**config.mk**
```make
export PLATFORM = sky130hd
export DESIGN_NAME = spi_hold_gate
export DESIGN_NICKNAME = d
export VERILOG_FILES = /design/src/rtl/spi_hold_pkg.sv /design/src/rtl/spi_hold_ctrl.sv /design/src/rtl/spi_hold_dp.sv /design/src/rtl/spi_hold_gate.sv
export SDC_FILE = /design/constraint.sdc
export NUM_CORES = 1
export LEC_CHECK = 0
export CORE_AREA = 4 4 41 43
export CTS_BUF_LIST = sky130_fd_sc_hd__clkbuf_4 sky130_fd_sc_hd__clkbuf_8 sky130_fd_sc_hd__clkbuf_16
export CTS_CLUSTER_SIZE = 28
export DETAILED_ROUTE_END_ITERATION = 8
export DIE_AREA = 0 0 45 47
export SLEW_MARGIN = 20
export SYNTH_ARGS = -nofsm -noshare
export SYNTH_HDL_FRONTEND = slang
export SYNTH_SLANG_ARGS = --single-unit
```
**constraint.sdc**
```tcl
create_clock -name clk -period 2.3 [get_ports clk]
set_input_delay 0.46 -clock clk [delete_from_list [all_inputs] [get_ports clk]]
set_output_delay 0.46 -clock clk [all_outputs]
set_load 0.01 [all_outputs]
```
**src/rtl/spi_hold_pkg.sv**
```systemverilog
package spi_hold_pkg;

  // One synchronized sample of the serial pins
  typedef struct packed {
    logic sck;
    logic si;
    logic csN;
    logic holdN;
  } pinSample_t;

  // Strobes from control to datapath
  typedef struct packed {
    logic passEdges;
    logic allowSo;
    logic engineReset;
  } holdCtl_t;

  localparam pinSample_t PINS_IDLE = '{sck: 1'b0, si: 1'b0, csN: 1'b1, holdN: 1'b1};

endpackage

```
**src/rtl/spi_hold_ctrl.sv**
```systemverilog
module spi_hold_ctrl
  import spi_hold_pkg::*;
(
  input  logic     clk,
  input  logic     rstN,
  input  logic     sckLvl,
  input  logic     csNLvl,
  input  logic     holdNLvl,
  output holdCtl_t ctl,
  output logic     paused
);

  logic selected;
  logic pauseNext;

  always_comb begin
    selected = !csNLvl;
    if (!selected) begin
      pauseNext = 1'b0;
    end else if (paused) begin
      // leave only with hold released and clock low
      pauseNext = !(holdNLvl && !sckLvl);
    end else begin
      // enter only with hold asserted and clock low
      pauseNext = !holdNLvl && !sckLvl;
    end
  end

  always_ff @(posedge clk or negedge rstN) begin
    if (!rstN) paused <= 1'b0;
    else       paused <= pauseNext;
  end

  always_comb begin
    ctl.passEdges   = selected && !paused && !pauseNext;
    ctl.allowSo     = selected && holdNLvl && !paused && !pauseNext;
    ctl.engineReset = !selected;
  end

endmodule

```
**src/rtl/spi_hold_dp.sv**
```systemverilog
module spi_hold_dp
  import spi_hold_pkg::*;
#(
  parameter int SYNC_DEPTH = 2
)(
  input  logic       clk,
  input  logic       rstN,
  input  pinSample_t pinsIn,
  input  holdCtl_t   ctl,
  input  logic       engSoEn,
  output pinSample_t lvl,
  output logic       sckRiseStb,
  output logic       sckFallStb,
  output logic       siOut,
  output logic       engRst,
  output logic       soOe
);

  localparam int LAST = SYNC_DEPTH - 1;

  pinSample_t stage [SYNC_DEPTH];
  logic       sckPrev;

  always_ff @(posedge clk or negedge rstN) begin
    if (!rstN) begin
      for (int i = 0; i < SYNC_DEPTH; i++) stage[i] <= PINS_IDLE;
      sckPrev <= 1'b0;
    end else begin
      stage[0] <= pinsIn;
      for (int i = 1; i < SYNC_DEPTH; i++) stage[i] <= stage[i-1];
      sckPrev <= stage[LAST].sck;
    end
  end

  assign lvl = stage[LAST];

  always_comb begin
    sckRiseStb = lvl.sck && !sckPrev && ctl.passEdges;
    sckFallStb = !lvl.sck && sckPrev && ctl.passEdges;
    siOut      = lvl.si;
    engRst     = ctl.engineReset;
    soOe       = engSoEn && ctl.allowSo;
  end

endmodule

```
**src/rtl/spi_hold_gate.sv**
```systemverilog
module spi_hold_gate
  import spi_hold_pkg::*;
#(
  parameter int SYNC_DEPTH = 2
)(
  input  logic clk,
  input  logic rstN,
  input  logic sckIn,
  input  logic siIn,
  input  logic csNIn,
  input  logic holdNIn,
  input  logic engSoEn,
  output logic sckRiseStb,
  output logic sckFallStb,
  output logic siOut,
  output logic engRst,
  output logic soOe,
  output logic paused
);

  pinSample_t pinsIn;
  pinSample_t lvl;
  holdCtl_t   ctl;

  assign pinsIn = '{sck: sckIn, si: siIn, csN: csNIn, holdN: holdNIn};

  spi_hold_dp #(.SYNC_DEPTH(SYNC_DEPTH)) u_dp (
    .clk(clk), .rstN(rstN), .pinsIn(pinsIn), .ctl(ctl), .engSoEn(engSoEn),
    .lvl(lvl), .sckRiseStb(sckRiseStb), .sckFallStb(sckFallStb),
    .siOut(siOut), .engRst(engRst), .soOe(soOe)
  );

  spi_hold_ctrl u_ctrl (
    .clk(clk), .rstN(rstN), .sckLvl(lvl.sck), .csNLvl(lvl.csN),
    .holdNLvl(lvl.holdN), .ctl(ctl), .paused(paused)
  );

endmodule

```
==> results.txt, run 1 <==
----------------------------------------------------
[Setup path]
  Setup crit end ... soOe
  Reg-to-reg startpoint ... u_dp.lvl[3]
  Reg2Reg Setup Slack ... about 1.5 ns
  Cells along the critical path ... clkdlybuf4s50_1, and3_1, clkdlybuf4s50_1
  Critical Path Fanout Max ... 1
  Startpoint-to-endpoint class of the critical path ... input port to primary output
  Startpoint type of the worst setup path ... input port
  Max stage delay cell, worst path ... sky130_fd_sc_hd__clkdlybuf4s50_1
  CP arrival ... 1.57 ns
  Maximum single-stage delay on the critical path ... approximately 0.52 ns
  Path depth of the worst reg2reg path ... 2
  Capturing point of the worst reg2reg path ... u_ctrl.paused
  Worst setup path start ... engSoEn
  CP Capture Type ... primary output
  Most repeated library cell on the critical path ... sky130_fd_sc_hd__clkdlybuf4s50_1
  CP Data Required Time ... roughly 1.8 ns

[CTS]
  Clock slew at the register clock pins of the worst setup and hold paths ... 0.06 ns
  CTS Buf Count ... 3
  Post-CTS resize count ... 0
  Root Buffer ... sky130_fd_sc_hd__clkbuf_4
  Number of buffers inserted to repair setup after CTS ... 0
  Clock latency of the later-clocked register in the worst-skew pair ... between 0.2 and 0.3 ns
  Clock Sink Count ... 10
  H-tree lvl count ... 1
  Largest buffer count on any clock path ... 2
  TritonCTS clock tree ... yes
  Post-CTS Hold Fix Bufs ... 0

[Routing]
  Starting DRC count in detailed routing ... 1
  Avg WL per Cell ... 10.1 microns
  Total Wirelength ... 484 microns
  Via density per instance ... 4.00
  DRC Markers ... 0
  Drt first pass iters ... 2
  Final antenna-violating net count ... 0
  Number of vias in the routed layout ... between 150 and 200

[Timing]
  Total setup violations reported at the end of the flow ... 0
  Final period util ... 88.1%
  RSZ-0062 raised after global routing ... no
  Post-route clock skew ... 0.00473 ns
  Relative slew slack ... between 70 and 80%
  Accumulated negative setup slack ... 0 ns
  Max-slew violation total from the final report ... 0
  Hold Vio Cnt, Final ... 0
  Slew @ Worst Pin ... 0.399 ns
  Final Critical Period ... roughly 2.0 ns
  Peak clock frequency supported by timing ... between 400 and 500 MHz

[Placed design]
  Last weighted congestion value of the routability-driven placer ... ~0.64
  Post-detail-place hpwl ... 397 microns
  Standard cell area after detailed placement ... ~450 sq um
  Port buffer count ... 12
  Post-Place Cells ... 44

[Finish]
  Share of post-route cells with drive strength above 1 ... between 30% and 40%
  Fraction of the core area covered by cells at the end of the flow ... between 30% and 40%
  Top library cells by usage in the layout, fill and taps aside ... sky130_fd_sc_hd__clkdlybuf4s50_1, sky130_fd_sc_hd__dfrtp_1, sky130_fd_sc_hd__dfstp_2
  Final net count ... 41
  Count of filler cells inserted in the layout ... about 140
  Most common cell after layout, fill and taps aside ... sky130_fd_sc_hd__clkdlybuf4s50_1
  Post-layout instance area ... 485 sq um
  Non-filler instance count after layout ... 48
  Number of antenna cells inserted ... 0
  Area Overhead vs Synth ... 56.5%

[Hold path]
  Min-Delay Path Class ... register to register

[Synthesis]
  Sequential cell area fraction in the yosys report ... between 80% and 90%
  Synth Net Count ... 24
  Total of warnings raised by yosys ... 0
  Number of instances in the synthesized netlist ... 17
  Area of the mapped netlist ... 310 sq um
  Number of storage elements in the synthesis netlist ... 10
  Number of different library cells in the post-synthesis netlist ... 9
  Mean instance size in the synthesized netlist ... ~18 sq um

[Pwr]
  Max VDD drop ... 0.554 mV
  Power density over cell area ... between 700 and 800 mW/mm^2
  Leakage power of the design ... 0.000200 uW

[Run status]
  Result of the run ... finished clean

[GRT]
  Gr usage total ... 6.18%
  Remaining global-route overflow ... 0
  Pin count of the biggest net entering global routing ... 11
  Vias in the first global route ... 232
  Antenna violations before repair ... 0
  Global-route wire length before repair ... 828 microns

[Die]
  Die outline width ... between 40 and 50 microns
  Effective utilization at floorplan ... around a quarter
  Count of boundary I/O pins ... 13
  Die height ... around 47 microns
  Die area ... ~0.0021 sq mm
  Placement Rows ... 13
  Core outline area ... around 0.0013 sq mm

[Run]
  Number of maximum-capacitance violations ... 0

----------------------------------------------------
-- critical path, delay by kind of cell --
kind | cells | cell delay, ns
buffers and inverters | 2 | 0.97
AND/OR/NAND/NOR | 1 | 0.13
-- worst min path at each step --
stage                             start       endpoint  depth (start not counted)
after CTS                 u_dp.stage[7]    u_dp.lvl[3]                          0
after global placement    u_dp.stage[7]    u_dp.lvl[3]                          0
after global routing      u_dp.stage[4]    u_dp.lvl[0]                          0
after floorplan                    rstN  u_ctrl.paused                          0
final                     u_dp.stage[7]    u_dp.lvl[3]                          0
after detailed placement  u_dp.stage[7]    u_dp.lvl[3]                          0
-- state kept, by name, indices dropped and copies added, names as in the netlist --
| signal | count |
|---|---|
| u_dp.siOut | 1 |
| u_dp.sckPrev | 1 |
| u_dp.lvl | 3 |
| u_ctrl.paused | 1 |
| u_dp.stage | 4 |
-- report_power, final --
part	leakage (uW)	internal [uW]	switching [uW]	total (uW)
Combinational	0.0000655	19.3	9.83	29.1
Clock	0.0000210	95.8	53.3	149
Sequential	0.000114	188	5.46	193
-- per-stage QoR --
step	setup slack, ns	power, uW	hold slack, ns
after floorplan	0.983	202	0.164
after global placement	0.272	225	0.332
after detailed placement	0.277	226	0.339
after CTS	0.261	378	0.346
after global routing	0.194	394	0.361
final	0.274	371	0.345
-- cells in the mapped netlist --
cell type	number	area (sq um)
sky130_fd_sc_hd__nor4b_2	1	15.0
sky130_fd_sc_hd__nor2_1	1	3.75
sky130_fd_sc_hd__and4b_2	1	11.3
sky130_fd_sc_hd__and3_1	1	6.26
sky130_fd_sc_hd__a21oi_2	1	8.76
sky130_fd_sc_hd__dfstp_2	4	105
sky130_fd_sc_hd__or2_1	1	6.26
sky130_fd_sc_hd__nand2_1	1	3.75
sky130_fd_sc_hd__dfrtp_1	6	150
-- cell families after synthesis --
family	synth area share, %
DFF	82.3
and+or+nand+nor	14.9
AOI/OAI and AO/OA	2.82
-- cell type report --
class | count | area [sq um] | area share (%)
Timing Repair Buffer | 12 | 120 | 24.7
Tap cell | 15 | 18.8 | 3.87
Sequential cell | 10 | 255 | 52.6
Clock buffer | 4 | 36.3 | 7.47
Multi-Input combinational cell | 7 | 55.1 | 11.3
-- layer usage --
metal,vias to the layer above,GRT usage [%],wire (microns)
met5,-,0,0
met4,0,3.51,6
met3,2,6.51,101
met2,15,9.89,217
met1,85,4.53,159
li1,90,-,-
No activity file was read; power rests on OpenSTA's default activity.
==> run 2: changes to the inputs <==
--- a/config.mk
+++ b/config.mk
@@ -10,6 +10,8 @@
 export CTS_CLUSTER_SIZE = 28
 export DETAILED_ROUTE_END_ITERATION = 8
 export DIE_AREA = 0 0 45 47
+export RECOVER_POWER = 100
+export REMOVE_ABC_BUFFERS = 1
 export SLEW_MARGIN = 20
 export SYNTH_ARGS = -nofsm -noshare
 export SYNTH_HDL_FRONTEND = slang
==> constraint.sdc (replaced) <==
create_clock -name clk -period 1.6 [get_ports clk]
set_input_delay 0.32 -clock clk [delete_from_list [all_inputs] [get_ports clk]]
set_output_delay 0.32 -clock clk [all_outputs]
set_load 0.01 [all_outputs]
==> run 2 against run 1 <==
Compared with the run above:
- first-iteration DRC count is 100% lower
- register-to-register slack worse by 0.73 ns
- wire length up 7.6%
- sequential share of layout area unchanged
- via count rose by 3.6%
- sequential power increased by 44%
- core utilization is the same
- critical path depth fell by 2
- combinational power grew 43%
- clock-buffer cell count did not move
- worst setup slack worse by 0.21 ns
- hold slack better by 0.0021 ns
==> results.txt, run 2 (synthesis results as in run 1) <==
----------------------------------------------------
[Run status]
  Result of the run ... finished clean

[Die]
  Placement Rows ... 13 (unchanged)
  Count of boundary I/O pins ... 13 (unchanged)
  Die outline width ... 45 microns (unchanged)
  Core outline area ... 0.00130 sq mm (unchanged)
  Die area ... 0.00212 sq mm (unchanged)
  Die height ... 47 microns (unchanged)
  Effective utilization at floorplan ... 23.8% (unchanged)

[Finish]
  Number of antenna cells inserted ... 0 (unchanged)
  Post-layout instance area ... 485 sq um (unchanged)
  Area Overhead vs Synth ... 56.5% (unchanged)
  Count of filler cells inserted in the layout ... 131 (-3.0%)
  Final net count ... 43 (+4.9%)
  Largest reg by FF count ... u_dp.stage
  Non-filler instance count after layout ... 50 (+4.2%)
  Top library cells by usage in the layout, fill and taps aside ... sky130_fd_sc_hd__dlygate4sd3_1, sky130_fd_sc_hd__dfrtp_1, sky130_fd_sc_hd__clkbuf_4, sky130_fd_sc_hd__dfstp_2
  Number of flip-flops under the largest register name ... 4 (unchanged)
  Share of post-route cells with drive strength above 1 ... 42.9% (+9.5 points)

[Timing]
  Hold Vio Cnt, Final ... 0 (unchanged)
  Post-route clock skew ... 0.00618 ns (+0.00144 ns)
  Accumulated negative setup slack ... 0 ns (unchanged)
  Peak clock frequency supported by timing ... 652 MHz
  RSZ-0062 raised after global routing ... no
  Max-slew violation total from the final report ... 0 (unchanged)
  Total setup violations reported at the end of the flow ... 0 (unchanged)
  Final Critical Period ... roughly 1.5 ns
  Setup slack of the critical path after layout ... 0.0661 ns (-0.207 ns)
  Relative slew slack ... 73.0% (-0.28 points)
  Slew @ Worst Pin ... 0.403 ns (+0.00416 ns)
  Final period util ... a little over nine tenths

[Pwr]
  Max VDD drop ... 0.406 mV (-27%)
  Power density over cell area ... 1040 mW/mm^2 (+36%)
  Total power after layout ... 506 uW (+36%)
  Leakage power of the design ... 0.000214 uW (+6.9%)

[Routing]
  Starting DRC count in detailed routing ... 0 (-1)
  Drt first pass iters ... 1 (-1)
  Via density per instance ... 3.98 (-0.50%)
  Total Wirelength ... 521 microns (+7.6%)
  Final antenna-violating net count ... 0 (unchanged)
  DRC Markers ... 0 (unchanged)
  Avg WL per Cell ... 10.4 microns (+3.3%)
  Number of vias in the routed layout ... 199 (+3.6%)

[Setup path]
  Bufs and invs on worst path ... 1 (-1)
  CP Data Required Time ... 1.28 ns (-0.56 ns)
  Maximum single-stage delay on the critical path ... 0.60 ns (+0.08 ns)
  CP Capture Type ... primary output
  Cells along the critical path ... dlygate4sd3_1
  CP arrival ... 1.21 ns (-0.36 ns)
  Critical Path Fanout Max ... 1 (unchanged)
  Startpoint type of the worst setup path ... register
  Max stage delay cell, worst path ... sky130_fd_sc_hd__dlygate4sd3_1
  Startpoint-to-endpoint class of the critical path ... register to primary output
  Category of cells accounting for the largest share of critical-path delay ... buffers and inverters

[CTS]
  Clock Sink Count ... 10 (unchanged)
  Post-CTS Hold Fix Bufs ... 0 (unchanged)
  Root Buffer ... sky130_fd_sc_hd__clkbuf_4
  Clock latency of the later-clocked register in the worst-skew pair ... 0.26 ns (about the same)
  CTS Buf Count ... 3 (unchanged)
  Largest buffer count on any clock path ... 2 (unchanged)
  Clock slew at the register clock pins of the worst setup and hold paths ... 0.06 ns (about the same)
  TritonCTS clock tree ... yes
  H-tree lvl count ... 1 (unchanged)

[Placed design]
  Post-Place Cells ... 45 (+2.3%)
  Last weighted congestion value of the routability-driven placer ... 0.637 (-0.81%)
  Standard cell area after detailed placement ... 457 sq um (+1.7%)
  Post-placement worst setup slack ... -0.152 ns (-0.429 ns)
  Port buffer count ... 12 (unchanged)

[GRT]
  Gr usage total ... 6.41% (+0.23 points)
  Antenna violations before repair ... 0 (unchanged)
  Remaining global-route overflow ... 0 (unchanged)
  Vias in the first global route ... 231 (-0.43%)
  Pin count of the biggest net entering global routing ... 11 (unchanged)
  Global-route wire length before repair ... 869 microns (+5.0%)

[Hold path]
  Min-Delay Path Class ... register to register

[Run]
  Number of maximum-capacitance violations ... 0 (unchanged)

----------------------------------------------------
[run 2: report_power, final]
| part | internal, uW | leakage [uW] | switching, uW |
|---|---|---|---|
| Combinational | 24.9 | 0.0000820 | 16.7 |
| Sequential | 270 | 0.000114 | 7.56 |
| Clock | 113 | 0.0000184 | 74.1 |
| Total | 408 | 0.000214 | 98.4 |
[run 2: per-stage QoR]
step	hold slack (ns)	util [%]
floorplan	0.0244	-
detailed placement	0.335	35.1
global placement	0.333	35.1
global route	0.356	37.3
CTS	0.349	37.5
finish	0.347	37.3
[run 2: layout make-up]
type / instances / area [sq um] / area share, %
multi-input cells: 7 / 63.8 / 13.1
repair buffers: 14 / 118 / 24.2
clock buffers: 4 / 30.0 / 6.19
well taps: 15 / 18.8 / 3.87
flip-flops and latches: 10 / 255 / 52.6
[run 2: routing by layer]
layer	vias up	GRT usage [%]	wire length, microns
met2	13	10.2	249
met3	0	4.21	82
met4	0	5.26	0
met1	91	5.69	189
met5	-	0	0
li1	95	-	-
[run 2: path summary, 6_finish.rpt]
check	start	to	slack, ns	cells past startpoint
setup reg to reg	u_dp.lvl[3]	u_ctrl.paused	0.72	2
hold / removal	u_dp.stage[7]	u_dp.lvl[3]	0.35	0
hold reg to reg	u_dp.stage[7]	u_dp.lvl[3]	0.35	0
max in group asynchronous	rstN	u_dp.lvl[0]	0.85	1
setup / recovery	u_dp.siOut	siOut	0.07	1
min in group asynchronous	rstN	u_dp.stage[7]	0.42	1
[run 2: timing repair]
action / CTS / global route
setup endpoints to repair: 4 / 4
pin swaps: 0 / 1
gates resized for setup: 9 / 4
buffers inserted: 1 / 0
hold endpoints to repair: 0 / 0
==> run 3: changes to the inputs <==
--- a/config.mk
+++ b/config.mk
@@ -7,6 +7,7 @@
 export LEC_CHECK = 0
 export CORE_AREA = 4 4 41 43
 export CTS_BUF_LIST = sky130_fd_sc_hd__clkbuf_4 sky130_fd_sc_hd__clkbuf_8 sky130_fd_sc_hd__clkbuf_16
+export CTS_CLUSTER_DIAMETER = 30
 export CTS_CLUSTER_SIZE = 28
 export DETAILED_ROUTE_END_ITERATION = 8
 export DIE_AREA = 0 0 45 47
==> results of run 3 <==
Same layout as run 2: the final DEF is identical, and so are final timing and power.
